[src/rtl/usec_pkg.sv]
package usec_pkg;
  localparam logic [7:0]  OFS_COUNT  = 8'h10;
  localparam logic [7:0]  OFS_RATIO  = 8'h14;
  localparam logic [7:0]  OFS_FREEZE = 8'h4c;
  localparam logic [15:0] RATIO_RST  = 16'h000b;

  typedef enum logic [1:0] {
    SEL_NONE,
    SEL_COUNT,
    SEL_RATIO,
    SEL_FREEZE
  } reg_sel_e;
endpackage

[src/rtl/usec_regs.sv]
module usec_regs
  import usec_pkg::*;
#(
  parameter int          ADDR_W  = 8,
  parameter int          DATA_W  = 32,
  parameter int          FRAC_W  = 8,
  parameter int          CNT_W   = 32,
  parameter logic [15:0] CFG_RST = RATIO_RST
) (
  input  logic                  clk,
  input  logic                  rst,
  input  logic [ADDR_W-1:0]     bus_addr,
  input  logic                  bus_wr,
  input  logic [DATA_W-1:0]     bus_wdata,
  output logic [DATA_W-1:0]     bus_rdata,
  input  logic [CNT_W-1:0]      count,
  output logic [2*FRAC_W-1:0]   ratio,
  output logic                  ratio_load,
  output logic                  freeze
);
  localparam int CFG_W = 2 * FRAC_W;

  reg_sel_e          sel;
  logic [DATA_W-1:0] rd_mux;

  always_comb begin
    if (bus_addr == ADDR_W'(OFS_COUNT))       sel = SEL_COUNT;
    else if (bus_addr == ADDR_W'(OFS_RATIO))  sel = SEL_RATIO;
    else if (bus_addr == ADDR_W'(OFS_FREEZE)) sel = SEL_FREEZE;
    else                                      sel = SEL_NONE;
  end

  assign ratio_load = bus_wr && (sel == SEL_RATIO);

  always_comb begin
    rd_mux = '0;
    case (sel)
      SEL_COUNT:  rd_mux[CNT_W-1:0] = count;
      SEL_RATIO:  rd_mux[CFG_W-1:0] = ratio;
      SEL_FREEZE: rd_mux[0]         = freeze;
      default:    rd_mux            = '0;
    endcase
  end

  always_ff @(posedge clk) begin
    if (rst) begin
      ratio     <= CFG_W'(CFG_RST);
      freeze    <= 1'b0;
      bus_rdata <= '0;
    end else begin
      if (ratio_load) ratio <= bus_wdata[CFG_W-1:0];
      if (bus_wr && sel == SEL_FREEZE) freeze <= bus_wdata[0];
      bus_rdata <= rd_mux;
    end
  end

  // ratio changes only through a write to its own offset
  p_ratio_hold_r9: assert property (@(posedge clk) disable iff (rst)
    !ratio_load |=> $stable(ratio));
  // unmapped offsets read as zero
  p_unmapped_zero_r8: assert property (@(posedge clk) disable iff (rst)
    (sel == SEL_NONE) |=> (bus_rdata == '0));
endmodule

[src/rtl/usec_frac_acc.sv]
module usec_frac_acc #(
  parameter int FRAC_W = 8
) (
  input  logic                clk,
  input  logic                rst,
  input  logic                load,
  input  logic [2*FRAC_W-1:0] ratio,
  output logic                tick,
  output logic                tick_nxt
);
  localparam int ACC_W = FRAC_W + 2;

  logic [ACC_W-1:0] acc, acc_nxt, num, den, sum;
  logic             sat;

  assign num = ACC_W'(ratio[2*FRAC_W-1:FRAC_W]) + ACC_W'(1);
  assign den = ACC_W'(ratio[FRAC_W-1:0]) + ACC_W'(1);
  assign sum = acc + num;
  assign sat = (num >= den);

  always_comb begin
    if (load) begin
      acc_nxt  = '0;
      tick_nxt = 1'b0;
    end else if (sat) begin
      acc_nxt  = '0;
      tick_nxt = 1'b1;
    end else if (sum >= den) begin
      acc_nxt  = sum - den;
      tick_nxt = 1'b1;
    end else begin
      acc_nxt  = sum;
      tick_nxt = 1'b0;
    end
  end

  always_ff @(posedge clk) begin
    if (rst) begin
      acc  <= '0;
      tick <= 1'b0;
    end else begin
      acc  <= acc_nxt;
      tick <= tick_nxt;
    end
  end

  // remainder stays below the cycle count
  p_acc_bound_r2: assert property (@(posedge clk) disable iff (rst)
    acc < den);
  // a ratio write silences the next cycle
  p_load_quiet_r5: assert property (@(posedge clk) disable iff (rst)
    load |=> !tick);
  // oversubscribed ratio ticks every cycle
  p_sat_every_r4: assert property (@(posedge clk) disable iff (rst)
    (sat && !load) |=> tick);
  // sparse ratios never tick twice in a row
  p_no_back2back_r10: assert property (@(posedge clk) disable iff (rst)
    (tick && !load && ((num << 1) <= den)) |=> !tick);
endmodule

[src/rtl/usec_counter.sv]
module usec_counter #(
  parameter int CNT_W = 32
) (
  input  logic             clk,
  input  logic             rst,
  input  logic             inc,
  input  logic             hold,
  output logic [CNT_W-1:0] count
);
  always_ff @(posedge clk) begin
    if (rst)               count <= '0;
    else if (inc && !hold) count <= count + CNT_W'(1);
  end

  // frozen counter does not move
  p_freeze_hold_r7: assert property (@(posedge clk) disable iff (rst)
    hold |=> $stable(count));
  // no movement without a tick
  p_only_on_tick_r3: assert property (@(posedge clk) disable iff (rst)
    !inc |=> $stable(count));
  // all ones rolls over to zero
  p_wrap_r6: assert property (@(posedge clk) disable iff (rst)
    (count == '1 && inc && !hold) |=> (count == '0));
endmodule

[src/rtl/usec_tick_gen.sv]
module usec_tick_gen
  import usec_pkg::*;
#(
  parameter int          ADDR_W  = 8,
  parameter int          DATA_W  = 32,
  parameter int          FRAC_W  = 8,
  parameter int          CNT_W   = 32,
  parameter logic [15:0] CFG_RST = RATIO_RST
) (
  input  logic              clk,
  input  logic              rst,
  input  logic [ADDR_W-1:0] bus_addr,
  input  logic              bus_wr,
  input  logic [DATA_W-1:0] bus_wdata,
  output logic [DATA_W-1:0] bus_rdata,
  output logic              tick_1us,
  output logic [CNT_W-1:0]  usec_count
);
  logic [2*FRAC_W-1:0] ratio;
  logic                ratio_load, freeze, tick_nxt;

  usec_regs #(
    .ADDR_W(ADDR_W), .DATA_W(DATA_W), .FRAC_W(FRAC_W),
    .CNT_W(CNT_W), .CFG_RST(CFG_RST)
  ) u_regs (
    .clk(clk), .rst(rst), .bus_addr(bus_addr), .bus_wr(bus_wr),
    .bus_wdata(bus_wdata), .bus_rdata(bus_rdata), .count(usec_count),
    .ratio(ratio), .ratio_load(ratio_load), .freeze(freeze)
  );

  usec_frac_acc #(.FRAC_W(FRAC_W)) u_acc (
    .clk(clk), .rst(rst), .load(ratio_load), .ratio(ratio),
    .tick(tick_1us), .tick_nxt(tick_nxt)
  );

  usec_counter #(.CNT_W(CNT_W)) u_cnt (
    .clk(clk), .rst(rst), .inc(tick_nxt), .hold(freeze), .count(usec_count)
  );
endmodule

[config.mk]
export PLATFORM = sky130hd
export DESIGN_NAME = usec_tick_gen
export DESIGN_NICKNAME = d
export VERILOG_FILES = /design/src/rtl/usec_pkg.sv /design/src/rtl/usec_regs.sv /design/src/rtl/usec_frac_acc.sv /design/src/rtl/usec_counter.sv /design/src/rtl/usec_tick_gen.sv
export SDC_FILE = /design/constraint.sdc
export NUM_CORES = 1
export LEC_CHECK = 0
export ABC_CLOCK_PERIOD_IN_PS = 5050
export BUFFER_PORTS_ARGS = -buffer_cell sky130_fd_sc_hd__buf_2
export CAP_MARGIN = 15
export CORE_MARGIN = 2
export CORE_UTILIZATION = 48
export CTS_CLUSTER_DIAMETER = 100
export DETAILED_ROUTE_END_ITERATION = 6
export PLACE_DENSITY = 0.83
export SYNTH_ARGS = -nofsm -noshare
export SYNTH_HDL_FRONTEND = slang
export SYNTH_SLANG_ARGS = --single-unit
[constraint.sdc]
create_clock -name clk -period 5.05 [get_ports clk]
set_clock_uncertainty 0.2 [all_clocks]
set_input_delay 0.505 -clock clk [delete_from_list [all_inputs] [get_ports clk]]
set_output_delay 0.505 -clock clk [all_outputs]
set_load 0.02 [all_outputs]
==> results.toml, run 1 <==
[die]
initial_core_util = 0.495
die-area_sq_mm = 0.0121
die_x_microns = 110
std_cell_rows = 38
core_sq_mm = 0.0109
io_pins = 108
die_y_microns = 110

[placement]
hpwl_microns = 10300
portBuffers = 91
dpl_cell_area_sq_mm = 0.00594
place.gp.congestion = 0.906

[yosys]
ys_ff_latch = 92
synth_nets = 710
yosys.cell_types.count = 70
synth_top_area_share = 0.340
synth.area.top_cells = "dfxtp_1, ha_1, nor2_1"
netlist_area_sq_mm = 0.00541
synth_edf_count = 0
synth_top_area_cell = "dfxtp_1"
ys_seq_area_frac = 0.340
async_flop_share = 0
ys_warn_count = 0
synthCells = 636
synth.avg_cell_area_sq_um = 8.51
synth_ff_type = "dfxtp_1"

[global_routing]
grt_pass1_vias = 4867
antenna_found_initial = 0
grt_usage = 0.238
met1_usage = 0.270
met3_usage = 0.0423
grt_max_degree = 79
use_met2 = 0.429
grt_busiest_layer = "met2"
grt_pass1_wl_microns = 22700
grt_overflow = 0

[clock_tree]
postCtsHoldBufs = 0
path_clk_slew_ns = 0.06
cts_max_level = 3
cts_resized = 0
cts_sinks = 92
cts.path.max_buffers = 2
cts_tree = "done"
clock_latency_ns = 0.35
cts_buffers = 9
ctsRootBufferMaster = "clkbuf_16"
post-cts-setup-buffers = 0

[worst_setup_path]
cpPeakStageDelay_ns = 0.51
cp-end-kind = "flop"
path_class = "flop to flop"
cpMaxStageDelayCell = "dfxtp_1"
cpLargestDelayFamily = "compound AO/OA/AOI/OAI gates"
worst-path-buf-inv = 1
crit_fanout = 32
crit_required_ns = 5.09
worst_setup_path_start_kind = "flop"
crit_chain = "and4_1 -> nand2_1 -> xnor2_1 -> ha_1 -> a21oi_1 -> nand2_1 -> xor2_1 -> ha_1 -> o31ai_1 -> a221oi_2 -> o21ai_2 -> buf_4 -> a2111oi_1 -> mux2_2"
crit_arrival_ns = 4.46

[sta]
fin_crit_sh = 0.876
rsz0062_at_grt = "no"
final.setup.tns_ns = 0
slew_violations = 0
tightest_slew_ns = 0.869
setup_viol = 0
maxSlewHeadroom = 0.418
finalHoldViolCount = 0
min_period_ns = 4.42
fmax_ghz = 0.226

[hold_path]
hp-class = "input pin to flop"

[power_and_ir_drop]
p_per_area_mw_per_mm2 = 381
p_leak_nw = 2.79
ir_drop_mv = 0.253
p_total_mw = 2.38

[drt]
vias = 4972
drt_first_pass_iters = 6
totalWireLength_microns = 14000
ant_nets = 0
drc = 0
vias_per_cell = 5.80
first_iter_violations = 219
routedWlPerCell_microns = 16.4

[run_status]
status = "complete, no violations"

[finish]
seqCellArea_sq_mm = 0.00184
postLayoutCellArea_sq_mm = 0.00625
diodes = 0
mostFrequentLayoutCells = "dfxtp_1, buf_2, nor2_1, nand2_1, a21oi_1"
nets = 786
fillers = 953
syn2layout_area_growth_pct = 15.4
final_common_cell = "dfxtp_1"
drive_gt1_frac = 0.204
multi_input_area_sq_mm = 0.00337

[flow_run]
maxCapViolations = 0
-- registers in the layout, summed over array words and instances, names as in the netlist --
signal,cells
u_acc.acc,10
u_acc.tick,1
u_cnt.count,32
u_regs.bus_rdata,32
u_regs.freeze,1
u_regs.ratio,16
-- logic make-up after synthesis --
logic type / synth area share
AO/OA/AOI/OAI: 0.143
XOR/XNOR: 0.0338
adder cells (fa/ha/maj): 0.0763
buffers and inverters: 0.0365
flip-flops: 0.340
multiplexers: 0.111
AND/OR/NAND/NOR: 0.259
-- metal layers --
metal	up-vias	wire length (microns)
met1	2372	5630
li1	2389	-
met2	168	7120
met5	-	0
met3	43	772
met4	0	509
-- worst reg2reg max path: cells and delay by family, from the launching register on --
kind	cells	cell delay, ns
AOI/OAI and AO/OA	5	1.20
adders and majority gates	2	0.81
xor gates and xnor gates	2	0.52
DFF	1	0.51
and+or+nand+nor	3	0.45
muxes	1	0.38
buffers and inverters	1	0.25
-- power breakdown --
part,total [mW],leakage (nW),switching [mW],internal (mW)
Clock,0.701,0.148,0.290,0.411
Sequential,0.808,0.744,0.0361,0.772
Combinational,0.869,1.90,0.541,0.328
Total,2.38,2.79,0.867,1.51
-- layout make-up --
class / count / share of cell area
Sequential cell: 92 / 0.295
Tap cell: 140 / 0.0280
Clock inverter: 5 / 0.00941
Clock buffer: 11 / 0.0405
Inverter: 14 / 0.00841
Multi-Input combinational cell: 499 / 0.540
Timing Repair Buffer: 96 / 0.0789
-- stage by stage --
stage / hold WS [ns] / setup WS, ns / util / std cells
floorplan: 0.265 / 1.41 / - / 636
global placement: 0.281 / 0.896 / 0.543 / 841
detailed placement: 0.296 / 0.739 / 0.543 / 841
CTS: 0.181 / 0.713 / 0.571 / 857
global route: 0.196 / 0.402 / 0.571 / 857
finish: 0.186 / 0.628 / 0.571 / 857
-- synthesized netlist by cell type (2+ instances only) --
master,count
o21ai_1,2
nand3_1,27
ha_1,29
nor2_1,79
xor2_1,8
nor4_1,2
nor3b_1,3
and2_1,17
mux2i_1,23
mux2_2,16
fa_1,2
a21oi_1,53
and4_1,4
nand2b_1,6
mux2_1,17
a2111oi_2,2
nand2_1,58
o211ai_1,6
a21o_1,3
a211oi_2,4
o21a_1,6
nor2b_1,32
buf_2,5
and3_1,13
o21ai_0,10
buf_4,4
inv_1,14
nor3_1,3
o31a_1,2
a211o_1,3
nand4_1,19
dfxtp_1,92
clkbuf_1,20
xnor2_1,11
a2111oi_1,2
a211oi_1,5
-- worst paths after layout --
path,start,to,slack (ns),cells after the start
max,u_regs.ratio[8],u_cnt.count[24],0.63,14
min reg2reg,u_cnt.count[31],u_regs.bus_rdata[31],0.31,1
max reg2reg,u_regs.ratio[8],u_cnt.count[24],0.63,14
min,bus_wdata[3],u_regs.ratio[3],0.19,3
(Power assumes the default switching activity.)
==> run 2: changes to the inputs <==
- CORE_UTILIZATION: 48 -> 56
- PLACE_DENSITY: 0.83 -> 0.93
==> results.toml, run 2 (same netlist as run 1, synthesis figures left out) <==
[sta]
fin_crit_sh = 0.869
min_period_ns = 4.39
finalHoldViolCount = 0
fmax_ghz = 0.228
maxSlewHeadroom = 0.441
tightest_slew_ns = 0.835
setup_viol = 0
final.setup.tns_ns = 0
rsz0062_at_grt = "no"
slew_violations = 0

[worst_setup_path]
crit_path_frequent_cell = "ha_1"
crit_path_start = "u_regs.ratio[8]"
cp-end-kind = "flop"
r2r-end = "u_cnt.count[26]"
rr_worst_depth = 15
crit_required_ns = 5.11
crit_fanout = 32
cpPeakStageDelay_ns = 0.52
ff2ff_setup_slack_ns = 0.66
crit_chain = "ha_1 -> inv_1 -> fa_1 -> nand3b_1 -> nand2_1 -> xor2_1 -> ha_1 -> or2_2 -> o21a_1 -> o21ai_1 -> a221oi_2 -> o21ai_2 -> buf_4 -> a2111oi_1 -> mux2_1"
reg2reg_from = "u_regs.ratio[8]"
cpMaxStageDelayCell = "a2111oi_1"
crit_arrival_ns = 4.45
path_class = "flop to flop"
cp-endpoint = "u_cnt.count[26]"
worst_setup_path_start_kind = "flop"

[finish]
final_cells = 845
drive_gt1_frac = 0.203
top_regs = "u_cnt.count x32, u_regs.bus_rdata x32, u_regs.ratio x16"
diodes = 0
final_common_cell = "dfxtp_1"
nets = 785
fillers = 726
final_util = 0.656
syn2layout_area_growth_pct = 13.1
mostFrequentLayoutCells = "dfxtp_1, buf_2, nor2_1, nand2_1, a21oi_1"

[flow_run]
maxCapViolations = 0

[power_and_ir_drop]
p_comb_frac = 0.391
power_frac_seq = 0.368
ir_drop_mv = 0.269
p_switching_mw = 0.852
power_frac_clock = 0.240
internal-power_mw = 1.33
p_per_area_mw_per_mm2 = 357
p_leak_nw = 2.73
p_sw_frac = 0.390

[placement]
placedCellCount = 829
portBuffers = 91
hpwl_microns = 9980
place.gp.congestion = 0.948

[drt]
drt_first_pass_iters = 6
vias = 5005
vias_per_cell = 5.92
ant_nets = 0
totalWireLength_microns = 13700
routedWlPerCell_microns = 16.2
drc = 0
first_iter_violations = 316

[die]
core_sq_mm = 0.00933
initial_core_util = 0.580
die_x_microns = 102
die-area_sq_mm = 0.0105
die_y_microns = 102
std_cell_rows = 35
io_pins = 108

[clock_tree]
clock_latency_ns = 0.37
cts_buffers = 9
cts_resized = 0
path_clk_slew_ns = 0.10
cts_max_level = 3
ctsRootBufferMaster = "clkbuf_8"
postCtsHoldBufs = 0
cts.path.max_buffers = 2
cts_sinks = 92
cts_tree = "done"
post-cts-setup-buffers = 0

[run_status]
status = "complete, no violations"

[global_routing]
grt_overflow = 0
grt_max_degree = 79
grt_usage = 0.271
grt_pass1_wl_microns = 22600
antenna_found_initial = 0
grt_pass1_vias = 4791

[hold_path]
hp-class = "input pin to flop"
## run 2: cell types whose count changed in the layout (fill, tap and decap cells not counted)
cell,change
buf_4,-1
clkbuf_16,-9
clkbuf_8,+7
clkinv_2,-1
clkinv_4,+1
clkinvlp_4,+1
inv_6,-1
inv_8,+2
## run 2: critical path: cells and delay by family, from the launching register on
family	cells	cell delay, ns
AO/OA/AOI/OAI	5	1.13
buffers and inverters	2	0.33
flip-flops	1	0.41
XOR/XNOR	1	0.23
adder cells (fa/ha/maj)	3	1.13
multiplexers	1	0.37
AND/OR/NAND/NOR	3	0.48
## run 2: per-stage QoR
step                      cell area (sq um)  power, mW  setup WS [ns]  hold WS, ns
after global routing                   6120       2.31          0.462        0.188
after floorplan                        5410       1.52           1.41        0.265
after global placement                 5910       1.62          0.875        0.280
after detailed placement               5910       1.65          0.743        0.293
after CTS                              6120       2.17          0.687        0.170
final                                  6120       2.19          0.660        0.179
## run 2: power by group through the flow
stage	registers (mW)	clock network [mW]	logic, mW
2_1_floorplan	0.830	0	0.689
3_3_place_gp	0.820	0	0.795
3_5_place_dp	0.822	0	0.829
4_1_cts	0.805	0.528	0.834
5_1_grt	0.812	0.559	0.944
6_report	0.806	0.525	0.856
## run 2: worst min-delay path by stage
stage                                 from                   end  cells past startpoint
final                         bus_wdata[3]       u_regs.ratio[3]                      3
after global routing          bus_wdata[2]       u_regs.ratio[2]                      3
after CTS                     bus_wdata[8]       u_regs.ratio[8]                      3
after detailed placement   u_cnt.count[31]  u_regs.bus_rdata[31]                      1
after global placement     u_cnt.count[31]  u_regs.bus_rdata[31]                      1
after floorplan           u_regs.ratio[15]      u_regs.ratio[15]                      2
## run 2: metal layers
metal	routed length, microns	global-route usage	vias to the layer above
met3	976	0.0547	37
met2	6840	0.467	216
met4	371	0.103	0
li1	-	-	2391
met1	5490	0.334	2361
met5	0	0	-
## run 2: layout make-up
cell class / instances / area, sq um / share of cell area
clock buffers: 9 / 124 / 0.0202
clock inverters: 7 / 83.8 / 0.0137
inverters: 14 / 52.6 / 0.00858
multi-input cells: 499 / 3370 / 0.551
flip-flops and latches: 92 / 1840 / 0.301
well taps: 129 / 161 / 0.0264
repair buffers: 95 / 485 / 0.0793
==> run 3: changes to the inputs <==
- BUFFER_PORTS_ARGS: -buffer_cell sky130_fd_sc_hd__buf_2 -> unset
- CORE_MARGIN: 2 -> 1.5
- CORE_UTILIZATION: 56 -> 35
- DONT_BUFFER_PORTS: unset -> 1
- PLACE_DENSITY: 0.93 -> 0.61
==> results.toml, run 3 (same netlist as run 1, synthesis figures left out) <==
[hold_path]
hp-class = "input pin to flop"

[clock_tree]
cts_resized = 0
cts.path.max_buffers = 2
cts_buffers = 9
postCtsHoldBufs = 0
clock_latency_ns = 0.35
ctsRootBufferMaster = "clkbuf_16"
path_clk_slew_ns = 0.07
cts_tree = "done"
cts_max_level = 3
post-cts-setup-buffers = 0
cts_sinks = 92

[sta]
final.setup.tns_ns = 0
finalHoldViolCount = 0
tightest_slew_ns = 0.890
slew_violations = 0
maxSlewHeadroom = 0.405
fin_crit_sh = 0.849
fmax_ghz = 0.233
setup_viol = 0
rsz0062_at_grt = "no"
fin_hold_ws_ns = 0.0429
min_period_ns = 4.29

[worst_setup_path]
cpLargestDelayFamily = "compound AO/OA/AOI/OAI gates"
crit_fanout = 13
critical_path_cell_count = 14
crit_path_start = "u_regs.ratio[8]"
worst-path-buf-inv = 1
worst_setup_path_start_kind = "flop"
crit_path_frequent_cell = "ha_1"
path_class = "flop to flop"
ff2ff_setup_slack_ns = 0.76
cp-end-kind = "flop"
crit_chain = "ha_1 -> inv_1 -> fa_1 -> nand3b_1 -> nand2_1 -> xor2_1 -> ha_1 -> or2_2 -> o21a_1 -> o21ai_1 -> a22oi_1 -> a2111o_1 -> o21ai_0 -> mux2_2"
crit_arrival_ns = 4.32
cpPeakStageDelay_ns = 0.62
r2r-end = "u_acc.acc[8]"
rr_worst_depth = 14
reg2reg_from = "u_regs.ratio[8]"
crit_required_ns = 5.09
cpMaxStageDelayCell = "a2111o_1"
cp-endpoint = "u_acc.acc[8]"

[finish]
final_util = 0.385
seqCellArea_sq_mm = 0.00184
multi_input_area_sq_mm = 0.00337
final_cells = 815
top_regs = "u_cnt.count x32, u_regs.bus_rdata x32, u_regs.ratio x16"
mostFrequentLayoutCells = "dfxtp_1, nor2_1, nand2_1, a21oi_1, nor2b_1"
drive_gt1_frac = 0.0879
nets = 696
fillers = 1475
syn2layout_area_growth_pct = 7.81
final_common_cell = "dfxtp_1"

[die]
die_x_microns = 127
initial_core_util = 0.357
die_y_microns = 127
core_sq_mm = 0.0151
io_pins = 108
std_cell_rows = 45
die-area_sq_mm = 0.0162

[global_routing]
grt_usage = 0.169
grt_overflow = 0
grt_pass1_wl_microns = 21800
grt_pass1_vias = 4414
antenna_found_initial = 1
grt_max_degree = 80

[drt]
vias = 4481
vias_per_cell = 5.50
routed.top_layer = "met4"
met3_length_microns = 893
first_iter_violations = 193
totalWireLength_microns = 13600
drt_first_pass_iters = 4
met2_length_microns = 6620
drc = 0
ant_nets = 0
routedWlPerCell_microns = 16.6
wl_met1_microns = 5590

[power_and_ir_drop]
p_per_area_mw_per_mm2 = 392
p_leak_nw = 2.32
ir_drop_mv = 0.177
p_total_mw = 2.29

[flow_run]
maxCapViolations = 0

[placement]
hpwl_microns = 10300
placedCellCount = 799
portBuffers = 0
place.gp.congestion = 0.954

[run_status]
status = "complete, no violations"
-- run 3: cell count changes in the layout (fill, tap and decap cells not counted), sizes merged --
cell,before,now
diode,0,1
buf,95,6
clkbuf,9,11
clkinv,1,0
bufinv,1,0
clkinvlp,3,2
-- run 3: worst min-delay path by stage --
stage	from	to	slack (ns)	cells past startpoint
6_report	rst	u_regs.ratio[7]	0.04	1
5_1_grt	rst	u_regs.ratio[7]	0.02	1
4_1_cts	rst	u_regs.ratio[7]	0.04	1
3_5_place_dp	u_regs.ratio[14]	u_regs.ratio[14]	0.32	2
3_3_place_gp	u_regs.ratio[14]	u_regs.ratio[14]	0.31	2
2_1_floorplan	u_regs.ratio[15]	u_regs.ratio[15]	0.26	2
-- run 3: power by group --
part           total (mW)  internal (mW)  switching, mW
logic               0.809          0.320          0.489
registers           0.829          0.772         0.0567
clock network       0.652          0.361          0.290
-- run 3: final cells by class --
class	count	area share
Multi-Input combinational cell	499	0.578
Clock inverter	4	0.00557
Tap cell	188	0.0403
Timing Repair Buffer	6	0.00772
Clock buffer	11	0.0433
Sequential cell	92	0.316
Inverter	14	0.00901
Antenna cell	1	0.000429
-- run 3: worst register-to-register path: stages, from the launching register on --
cell and delay, ns:
dfxtp_1 0.41, ha_1 0.38, inv_1 0.07, fa_1 0.43
nand3b_1 0.20, nand2_1 0.11, xor2_1 0.25, ha_1 0.30
or2_2 0.29, o21a_1 0.11, o21ai_1 0.13, a22oi_1 0.14
a2111o_1 0.62, o21ai_0 0.18, mux2_2 0.35
-- run 3: per-stage QoR --
step                setup slack [ns]  cell area [sq um]
finish                         0.764               5840
global placement               0.836               5550
CTS                            0.745               5830
detailed placement             0.776               5550
global route                   0.482               5830
floorplan                       1.41               5410
-- run 3: layer usage --
layer / up-vias / GRT usage
met3: 25 / 0.0519
met5: - / 0
li1: 2218 / -
met1: 2129 / 0.190
met4: 0 / 0.0829
met2: 109 / 0.290
